==> src/rtl/selchain_pkg.sv <==
package selchain_pkg;
  localparam int NUM_CH = 3;

  typedef enum logic [1:0] {
    CH_PRE = 2'd0,
    CH_INJ = 2'd1,
    CH_RD  = 2'd2
  } chain_e;

  typedef struct packed {
    logic start;
    logic release_;
    logic rise;
    logic fall;
    logic enable;
  } loadStb_t;

  function automatic logic singleBit(input logic [15:0] m);
    return (m != '0) && ((m & (m - 16'd1)) == '0);
  endfunction
endpackage

==> src/rtl/selchain_ctrl.sv <==
module selchain_ctrl
  import selchain_pkg::*;
#(
  parameter int MASK_W   = 16,
  parameter int RST_CYC  = 2,
  parameter int HALF_DIV = 1
) (
  input  logic              clk,
  input  logic              rstN,
  input  logic              cmdValid,
  input  logic [1:0]        cmdChain,
  input  logic [MASK_W-1:0] cmdColMask,
  input  logic [MASK_W-1:0] cmdRowMask,
  output loadStb_t          stb,
  output logic              busy,
  output logic              done,
  output logic              maskErr
);
  localparam int SR_W    = 2 * MASK_W;
  localparam int BW      = $clog2(SR_W);
  localparam int CNT_MAX = (RST_CYC > HALF_DIV) ? RST_CYC : HALF_DIV;
  localparam int CW      = $clog2(CNT_MAX + 1);

  typedef enum logic [2:0] {S_IDLE, S_RST, S_LOW, S_HIGH, S_ENA} state_e;

  state_e        st;
  logic [CW-1:0] cnt;
  logic [BW-1:0] bitCnt;
  logic [BW-1:0] lastIdx;
  logic          chainOk, maskOk, errHit;

  assign chainOk = (cmdChain != 2'd3);
  assign maskOk  = (cmdChain != CH_RD) ||
                   (singleBit(16'(cmdColMask)) && singleBit(16'(cmdRowMask)));
  assign errHit  = (st == S_IDLE) && cmdValid && chainOk && !maskOk;

  always_comb begin
    stb          = '0;
    stb.start    = (st == S_IDLE) && cmdValid && chainOk && maskOk;
    stb.release_ = (st == S_RST)  && (cnt == CW'(RST_CYC - 1));
    stb.rise     = (st == S_LOW)  && (cnt == CW'(HALF_DIV - 1));
    stb.fall     = (st == S_HIGH) && (cnt == CW'(HALF_DIV - 1));
    stb.enable   = (st == S_ENA);
  end

  assign busy = (st != S_IDLE);

  always_ff @(posedge clk or negedge rstN) begin
    if (!rstN) begin
      st      <= S_IDLE;
      cnt     <= '0;
      bitCnt  <= '0;
      lastIdx <= '0;
      done    <= 1'b0;
      maskErr <= 1'b0;
    end else begin
      done <= stb.enable;
      if (errHit) maskErr <= 1'b1;
      else if (stb.start) maskErr <= 1'b0;
      case (st)
        S_IDLE: if (stb.start) begin
          st      <= S_RST;
          cnt     <= '0;
          bitCnt  <= '0;
          lastIdx <= (cmdChain == CH_PRE) ? BW'(MASK_W - 1) : BW'(SR_W - 1);
        end
        S_RST: begin
          cnt <= stb.release_ ? '0 : cnt + 1'b1;
          if (stb.release_) st <= S_LOW;
        end
        S_LOW: begin
          cnt <= stb.rise ? '0 : cnt + 1'b1;
          if (stb.rise) st <= S_HIGH;
        end
        S_HIGH: begin
          cnt <= stb.fall ? '0 : cnt + 1'b1;
          if (stb.fall) begin
            if (bitCnt == lastIdx) st <= S_ENA;
            else begin
              bitCnt <= bitCnt + 1'b1;
              st     <= S_LOW;
            end
          end
        end
        default: st <= S_IDLE;
      endcase
    end
  end

  // done lasts exactly one cycle
  a_r7_done_single: assert property (@(posedge clk) disable iff (!rstN)
    done |=> !done);
  // done follows the end of busy
  a_r7_done_after_busy: assert property (@(posedge clk) disable iff (!rstN)
    done |-> (!busy && $past(busy)));
  // a refused command never starts a load
  a_r8_err_no_load: assert property (@(posedge clk) disable iff (!rstN)
    $rose(maskErr) |-> !busy);
  // commands during a load do not restart it
  a_r2_no_restart: assert property (@(posedge clk) disable iff (!rstN)
    (busy && st != S_ENA) |=> busy);
endmodule

==> src/rtl/selchain_dpath.sv <==
module selchain_dpath
  import selchain_pkg::*;
#(
  parameter int MASK_W = 16
) (
  input  logic              clk,
  input  logic              rstN,
  input  loadStb_t          stb,
  input  logic [1:0]        cmdChain,
  input  logic [MASK_W-1:0] cmdColMask,
  input  logic [MASK_W-1:0] cmdRowMask,
  output logic [NUM_CH-1:0] chainRstN,
  output logic [NUM_CH-1:0] chainClk,
  output logic [NUM_CH-1:0] chainData,
  output logic [NUM_CH-1:0] chainEn
);
  localparam int SR_W = 2 * MASK_W;

  logic [SR_W-1:0] shreg;
  logic [1:0]      selR;
  logic            activeR;

  always_ff @(posedge clk or negedge rstN) begin
    if (!rstN) begin
      shreg   <= '0;
      selR    <= '0;
      activeR <= 1'b0;
    end else begin
      if (stb.start) begin
        selR    <= cmdChain;
        activeR <= 1'b1;
        shreg   <= (cmdChain == CH_PRE) ? {{MASK_W{1'b0}}, cmdColMask}
                                        : {cmdRowMask, cmdColMask};
      end else if (stb.fall) begin
        shreg <= shreg >> 1;
      end
      if (stb.enable) activeR <= 1'b0;
    end
  end

  for (genvar i = 0; i < NUM_CH; i++) begin : g_ch
    logic rN, ck, dt, en;
    always_ff @(posedge clk or negedge rstN) begin
      if (!rstN) begin
        rN <= 1'b1;
        ck <= 1'b0;
        dt <= 1'b0;
        en <= 1'b0;
      end else if (stb.start && cmdChain == 2'(i)) begin
        rN <= 1'b0;
        ck <= 1'b0;
        dt <= 1'b0;
        en <= 1'b0;
      end else if (selR == 2'(i)) begin
        if (stb.release_) begin
          rN <= 1'b1;
          dt <= shreg[0];
        end
        if (stb.rise) ck <= 1'b1;
        if (stb.fall) begin
          ck <= 1'b0;
          dt <= shreg[1];
        end
        if (stb.enable) en <= 1'b1;
      end
    end
    assign chainRstN[i] = rN;
    assign chainClk[i]  = ck;
    assign chainData[i] = dt;
    assign chainEn[i]   = en;
  end

  // enable of the chain being loaded stays low
  a_r6_en_low_loading: assert property (@(posedge clk) disable iff (!rstN)
    activeR |-> !chainEn[selR]);
  // no shift clock while a chain is held in reset
  a_r3_no_clk_in_reset: assert property (@(posedge clk) disable iff (!rstN)
    (chainClk & ~chainRstN) == '0);
  // data is stable across the rising shift edge
  a_r5_setup: assert property (@(posedge clk) disable iff (!rstN)
    (|(chainClk & ~$past(chainClk))) |-> (chainData == $past(chainData)));
  // at most one chain is clocked
  a_r10_one_clk: assert property (@(posedge clk) disable iff (!rstN)
    $onehot0(chainClk));
endmodule

==> src/rtl/pixel_chain_loader.sv <==
module pixel_chain_loader
  import selchain_pkg::*;
#(
  parameter int MASK_W   = 16,
  parameter int RST_CYC  = 2,
  parameter int HALF_DIV = 1
) (
  input  logic              clk,
  input  logic              rstN,
  input  logic              cmdValid,
  input  logic [1:0]        cmdChain,
  input  logic [MASK_W-1:0] cmdColMask,
  input  logic [MASK_W-1:0] cmdRowMask,
  output logic              busy,
  output logic              done,
  output logic              maskErr,
  output logic [2:0]        chainRstN,
  output logic [2:0]        chainClk,
  output logic [2:0]        chainData,
  output logic [2:0]        chainEn
);
  loadStb_t stb;

  selchain_ctrl #(.MASK_W(MASK_W), .RST_CYC(RST_CYC), .HALF_DIV(HALF_DIV)) u_ctrl (
    .clk(clk), .rstN(rstN), .cmdValid(cmdValid), .cmdChain(cmdChain),
    .cmdColMask(cmdColMask), .cmdRowMask(cmdRowMask), .stb(stb),
    .busy(busy), .done(done), .maskErr(maskErr)
  );

  selchain_dpath #(.MASK_W(MASK_W)) u_dpath (
    .clk(clk), .rstN(rstN), .stb(stb), .cmdChain(cmdChain),
    .cmdColMask(cmdColMask), .cmdRowMask(cmdRowMask),
    .chainRstN(chainRstN), .chainClk(chainClk),
    .chainData(chainData), .chainEn(chainEn)
  );
endmodule

==> config.mk <==
export PLATFORM = sky130hd
export DESIGN_NAME = pixel_chain_loader
export DESIGN_NICKNAME = d
export VERILOG_FILES = /design/src/rtl/selchain_pkg.sv /design/src/rtl/selchain_ctrl.sv /design/src/rtl/selchain_dpath.sv /design/src/rtl/pixel_chain_loader.sv
export SDC_FILE = /design/constraint.sdc
export NUM_CORES = 1
export LEC_CHECK = 0
export ABC_CLOCK_PERIOD_IN_PS = 2700
export BUFFER_PORTS_ARGS = -buffer_cell sky130_fd_sc_hd__clkbuf_2
export CORE_MARGIN = 5
export CORE_UTILIZATION = 50
export DETAILED_ROUTE_END_ITERATION = 12
export GPL_ROUTABILITY_DRIVEN = 0
export PLACE_DENSITY = 0.71
export REMOVE_ABC_BUFFERS = 1
export SKIP_CTS_REPAIR_TIMING = 1
export SLEW_MARGIN = 10
export SYNTH_ARGS = -nofsm -noshare
export SYNTH_HDL_FRONTEND = slang
export SYNTH_SLANG_ARGS = --single-unit
==> constraint.sdc <==
create_clock -name clk -period 2.7 [get_ports clk]
set_input_delay 0.27 -clock clk [delete_from_list [all_inputs] [get_ports clk]]
set_output_delay 0.27 -clock clk [all_outputs]
set_load 0.005 [all_outputs]
== Word-level counts from Yosys, hierarchy flattened ==
Cells that the tools add are included.
Storage, ports and cells
  register bits: 63
  latch bits: 0
  bits in writable memories: 0
  memory bits (read-only): 0
  output and inout bits: 15
  word-level logic and storage cells: 153
  memories kept: 0
Operators by class
  add/sub/neg operators: 4
  multipliers: 0
  div/mod/pow operators: 0
  magnitude comparators: 0
  equality and inequality tests: 17
  shift operators: 0
  mux-type cells: 51
  bitwise operators: 2
  reductions and logical operators: 59
Operators with widths (count)
  $mux 32: 3
  $and 16x16->16: 2
  $logic_not 16->1: 2
  $mux 1: 32
  $reduce_bool 16->1: 2
  $sub 16x1->16 const B: 2
  $reduce_and 2->1: 14
  $reduce_bool 2->1: 12
  $reduce_bool 3->1: 7
  $mux 5: 4
  $mux 3: 5
  $logic_and 1x1->1: 13
  $pmux 3 s4: 1
  $pmux 5 s2: 1
  $mux 2: 4
  $ne 2x1->1 const B: 4
  $pmux 2 s4: 1
  $reduce_and 4->1: 2
  $eq 2x1->1 const B: 3
  $eq 3x2->1 const B: 2
  $logic_not 2->1: 3
  $ne 2x2->1 const B: 3
  $add 5x1->5 const B: 1
  $eq 5x5->1: 1
  8 further kinds: 9

== Logic depth before layout (Yosys ltp) ==
  word-level depth: 10
  gate-level depth with buffers: 10

== Hierarchy ==
Synthesis repeated with hierarchy kept, for this count alone.
Unflattened totals
  cells, all modules: 351
  area, all modules: 3334.4 µm²
Modules (own cells, without submodules)
  selchain_dpath: times used 1, cells an instance 219, area each 2242.2 µm², seq. area each 1154.9 µm²
  selchain_ctrl: times used 1, cells an instance 132, area each 1092.3 µm², seq. area each 350.3 µm²

== Worst setup path after synthesis ==
OpenSTA, ideal clock, no wires.
  path type: input -> register
  start: input cmdRowMask[1]
  end: register u_ctrl.bitCnt[3]
  library setup time: 79 ps
  arrival time: 2784 ps
  data required time: 2621 ps
  path slack: -164 ps
  stages: 8
  cell sequence: or4_4 > or4_4 > o31a_1 > a211o_1 > or4_1 > buf_2 > a21oi_1 > mux2i_1
Between the ends
  word-level cells in the longest chain between the ends: 9
RTL lines
  start: declaration: line pixel_chain_loader.sv:13  | input logic [MASK_W-1:0] cmdRowMask,
  $sub 16x1->16: line selchain_pkg.sv:19  | return (m != '0) && ((m & (m - 16'd1)) == '0);
  $and 16x16->16: line selchain_pkg.sv:19
  $logic_not 16->1: line selchain_pkg.sv:19
  $logic_and 1x1->1 (*): line selchain_pkg.sv:19
  $logic_and 1x1->1 (*): line selchain_ctrl.sv:34  | (singleBit(16'(cmdColMask)) && singleBit(16'(cmdRowMask)));
  $logic_or 1x1->1 (*): line selchain_ctrl.sv:33  | assign maskOk = (cmdChain != CH_RD) ||
  $logic_and 1x1->1 (*): line selchain_ctrl.sv:39  | stb.start = (st == S_IDLE) && cmdValid && chainOk && maskOk;
  $ne 2x1->1 (no source line) (*)
  $reduce_and 4->1 (no source line) (*)
  end signal: assignment: line selchain_ctrl.sv:80  | bitCnt <= bitCnt + 1'b1;
  end: declaration: line selchain_ctrl.sv:28  | logic [BW-1:0] bitCnt;
Mark *: on every way between the ends. The rest lies on a longest branch, timed or not.
A chain may end at the register's enable or synchronous reset.

== Final worst setup path ==
Same ends and word-level chain as after synthesis.

==> Implementation_results.wiki <==
{| class="wikitable"
! Metric !! Value
|-
| Routed wirelength normalized by instance count || 16.0 microns
|-
| Syn avg cell area || 9.32 sq um
|-
| PwrDens || a little over 900 nW/um^2
|-
| Total inserted antenna cells || 0
|-
| Peak supply drop || 557 uV
|-
| Achievable clock frequency || approximately 0.38 GHz
|-
| Unrepaired setup endpoints after global routing || yes
|-
| Count of cell types in the netlist || between 50 and 60
|-
| First-pass GRT wire length || ~15,000 microns
|-
| Crit Path Max Fanout || 6
|-
| Sort of element at the end of the critical path || flop
|-
| Total I/O pin count || 52
|-
| Worst slack after detailed placement || -0.387 ns
|-
| Worst path setup slack after routing || 0.0497 ns
|-
| Die area || 8880 sq um
|-
| Total number of vias || 3,106
|-
| Failing checks || hold timing
|-
| Synthesized cell area || 3550 sq um
|-
| Core Area || approximately 7000 sq um
|-
| Total Routed Length || 8910 microns
|-
| Post-route clock period utilization || 98.2%
|-
| Final setup skew || 0.0120 ns
|-
| Cell area after placement || just over 4000 sq um
|-
| Number of failing hold endpoints at the final stage || 13
|-
| Total power consumption of the routed design || 3.97 mW
|-
| Count of antenna-violating nets left after detailed routing || 0
|-
| Cell type with the highest aggregate area in the netlist || sky130_fd_sc_hd__dfrtp_1
|-
| Number of antenna violations at the first check in global routing || 0
|-
| Clock tree from TritonCTS || done
|-
| Reported max-cap violation count || 0
|-
| Measured slew at the worst slew-check pin || 0.787 ns
|-
| Fill cell count || ~600
|-
| Grt total ovfl || 0
|-
| Clock slew seen by the registers of the worst setup and hold paths || 0.08 ns
|-
| Number of levels in the clock H-tree || 3
|-
| Chip height || 94.3 microns
|-
| Synthesis Warnings || 0
|-
| Starting Density || 51.7%
|-
| Port Buffer Count || just over 50
|-
| Area growth syn-to-layout || 23.1%
|-
| Smallest hold slack || -0.0148 ns
|-
| Setup crit start kind || primary input
|-
| Most numerous cell in the Yosys netlist || sky130_fd_sc_hd__dfrtp_1
|-
| Final std cell area, no fill || 4370 sq um
|-
| Flops & latches, synth || 60
|-
| Headroom to the max-slew limit || 47.5%
|-
| Leakage power || 2.16 nW
|-
| Number of flops mapped to enable cells by yosys || 0
|-
| Reg-to-reg startpoint || u_ctrl.st[1]
|-
| Number of vias per cell || 5.59
|-
| Number of pins exceeding their max-slew limit in the final report || 0
|-
| Die Width || 94.3 microns
|-
| Post-synth ARST share || 100%
|-
| Proportion of synthesized chip area in sequential cells || 42.4%
|-
| Net count reported at finish || 495
|-
| CTS buffer count || 9
|-
| Number of clock sinks seen by CTS || 60
|-
| Number of global-route vias before repair || 3,179
|-
| Violation count after the first detailed-route iteration || 175
|-
| Main synth FF type || sky130_fd_sc_hd__dfrtp_1
|-
| Pin count of the biggest net entering global routing || 32
|-
| Number of cells on the worst reg-to-reg path || 7
|-
| Synthesized instance count || 381
|-
| # setup viols final || 0
|-
| Number of core rows || 30
|-
| Top post-synthesis cells by count || sky130_fd_sc_hd__dfrtp_1 (57), sky130_fd_sc_hd__mux2i_1 (53), sky130_fd_sc_hd__nand2_1 (36)
|-
| Buffer cell driving the clock tree root || sky130_fd_sc_hd__clkbuf_8
|-
| Tightest Hold Check Type || primary input to async pin
|-
| Endpoint arrival time on the critical path || around 3 ns
|-
| Leading post-synthesis cells by cell area || sky130_fd_sc_hd__dfrtp_1 (40%), sky130_fd_sc_hd__mux2i_1 (15%), sky130_fd_sc_hd__a21oi_1 (4.8%)
|-
| Drt first pass iters || 5
|-
| Final critical delay including setup and external delays || around 2.7 ns
|-
| CP Launch Point || cmdRowMask[1]
|-
| Drt drc || 0
|-
| Global-route usage over all layers || 21.2%
|-
| Result of the run || complete, but fails checks
|-
| Critical Path RT || 2.97 ns
|-
| Reg-to-reg critical path endpoint || u_ctrl.bitCnt[3]
|-
| HPWL after detailed placement || 6530 microns
|-
| Setup_tns || 0 ns
|-
| Setup slack on the worst flop-to-flop path || roughly 0.43 ns
|-
| CTS max path bufs || 2
|-
| Proportion of layout cells with a drive suffix above 1 || between 20 and 30%
|-
| Critical path type || primary input to flop
|-
| Area share of the largest cell type after synthesis || about 40%
|-
| Clock latency reported for the late side of the worst-skew pair || 0.35 ns
|}
[worst max-delay path by stage]
stage,endpoint,slack (ns),cells after the start
4_1_cts,u_ctrl.bitCnt[3],-0.04,8
6_report,u_ctrl.bitCnt[3],0.05,8
5_1_grt,u_ctrl.bitCnt[3],-0.03,8
2_1_floorplan,u_dpath.shreg[0],-1.21,7
3_3_place_gp,u_ctrl.bitCnt[4],-0.31,8
3_5_place_dp,u_ctrl.bitCnt[3],-0.39,8
[power by group]
group / switching, mW / total, mW / internal [mW]
clock: 0.397 / 0.952 / 0.554
combinational: 0.783 / 1.50 / 0.718
sequential: 0.227 / 1.51 / 1.29
total: 1.41 / 3.97 / 2.56
[worst max-delay path, cell delays in order]
cell and delay [ns]:
sky130_fd_sc_hd__clkbuf_2 0.09, sky130_fd_sc_hd__or4_4 0.54, sky130_fd_sc_hd__or4_4 0.57, sky130_fd_sc_hd__o31a_1 0.27
sky130_fd_sc_hd__a211o_1 0.26, sky130_fd_sc_hd__or4_4 0.54, sky130_fd_sc_hd__a21oi_2 0.17, sky130_fd_sc_hd__mux2i_1 0.21
[stage by stage]
stage | util (%) | instances
2_1_floorplan | - | 350
3_3_place_gp | 59.8 | 540
3_5_place_dp | 59.8 | 540
4_1_cts | 63.2 | 556
5_1_grt | 63.6 | 556
6_report | 63.6 | 556
[cell usage in the layout (no fill, tap or decap), drive strengths merged, types with 2 or more instances in the layout]
master / Yosys / routed
nor4: 5 / 5
or2: 7 / 7
nor4bb: 2 / 2
nand4: 6 / 6
nor2: 23 / 23
and2: 2 / 2
bufinv: 0 / 2
o21bai: 6 / 6
a21oi: 34 / 34
o31ai: 5 / 5
dfstp: 3 / 3
o31a: 2 / 2
buf: 17 / 43
nand3: 11 / 11
nor2b: 5 / 5
mux2: 3 / 3
o21ai: 19 / 19
nor3: 24 / 24
ha: 3 / 3
nand2b: 3 / 3
or4: 5 / 5
clkinv: 0 / 2
nand3b: 3 / 3
dfrtp: 57 / 57
nand2: 36 / 36
inv: 9 / 11
mux2i: 53 / 53
clkbuf: 14 / 61
a22oi: 2 / 2
or3: 3 / 3
[state kept, by name (all words and copies together) (netlist names)]
| register | cells |
|---|---|
| u_ctrl.maskErr | 1 |
| u_ctrl.done | 1 |
| u_ctrl.st | 3 |
| u_dpath.g_ch.dt | 3 |
| u_dpath.g_ch.en | 3 |
| u_ctrl.lastIdx | 2 |
| u_ctrl.bitCnt | 5 |
| u_dpath.shreg | 32 |
| u_dpath.g_ch.ck | 3 |
| u_dpath.selR | 2 |
| u_dpath.g_ch.rN | 3 |
| u_ctrl.cnt | 2 |
[routing by layer]
metal  track usage, %  vias to the layer above  wire length [microns]
met5                0                        -                      0
met4             7.10                        0                    166
met3             5.29                       17                    472
met2             35.8                       87                   4400
met1             26.4                     1480                   3870
li1                 -                     1522                      -
[final cells by class]
class	instances	area, sq um	share of cell area, %
Clock buffer	10	138	3.15
Multi-Input combinational cell	281	1860	42.5
Timing Repair Buffer	94	619	14.2
Clock inverter	6	95.1	2.18
Inverter	9	33.8	0.773
Tap cell	96	120	2.75
Sequential cell	60	1510	34.5
[cells by family (layout without fill, tap and decap cells)]
group	after synthesis	in the layout	share of synthesized area [%]
adders and majority gates	3	3	1.06
muxes	56	56	15.9
buffers and inverters	40	119	5.92
xor gates and xnor gates	2	2	0.494
and+or+nand+nor	139	139	20.1
AOI/OAI and AO/OA	81	81	14.2
DFF	60	60	42.4
Power figures use the tool's default switching activity.
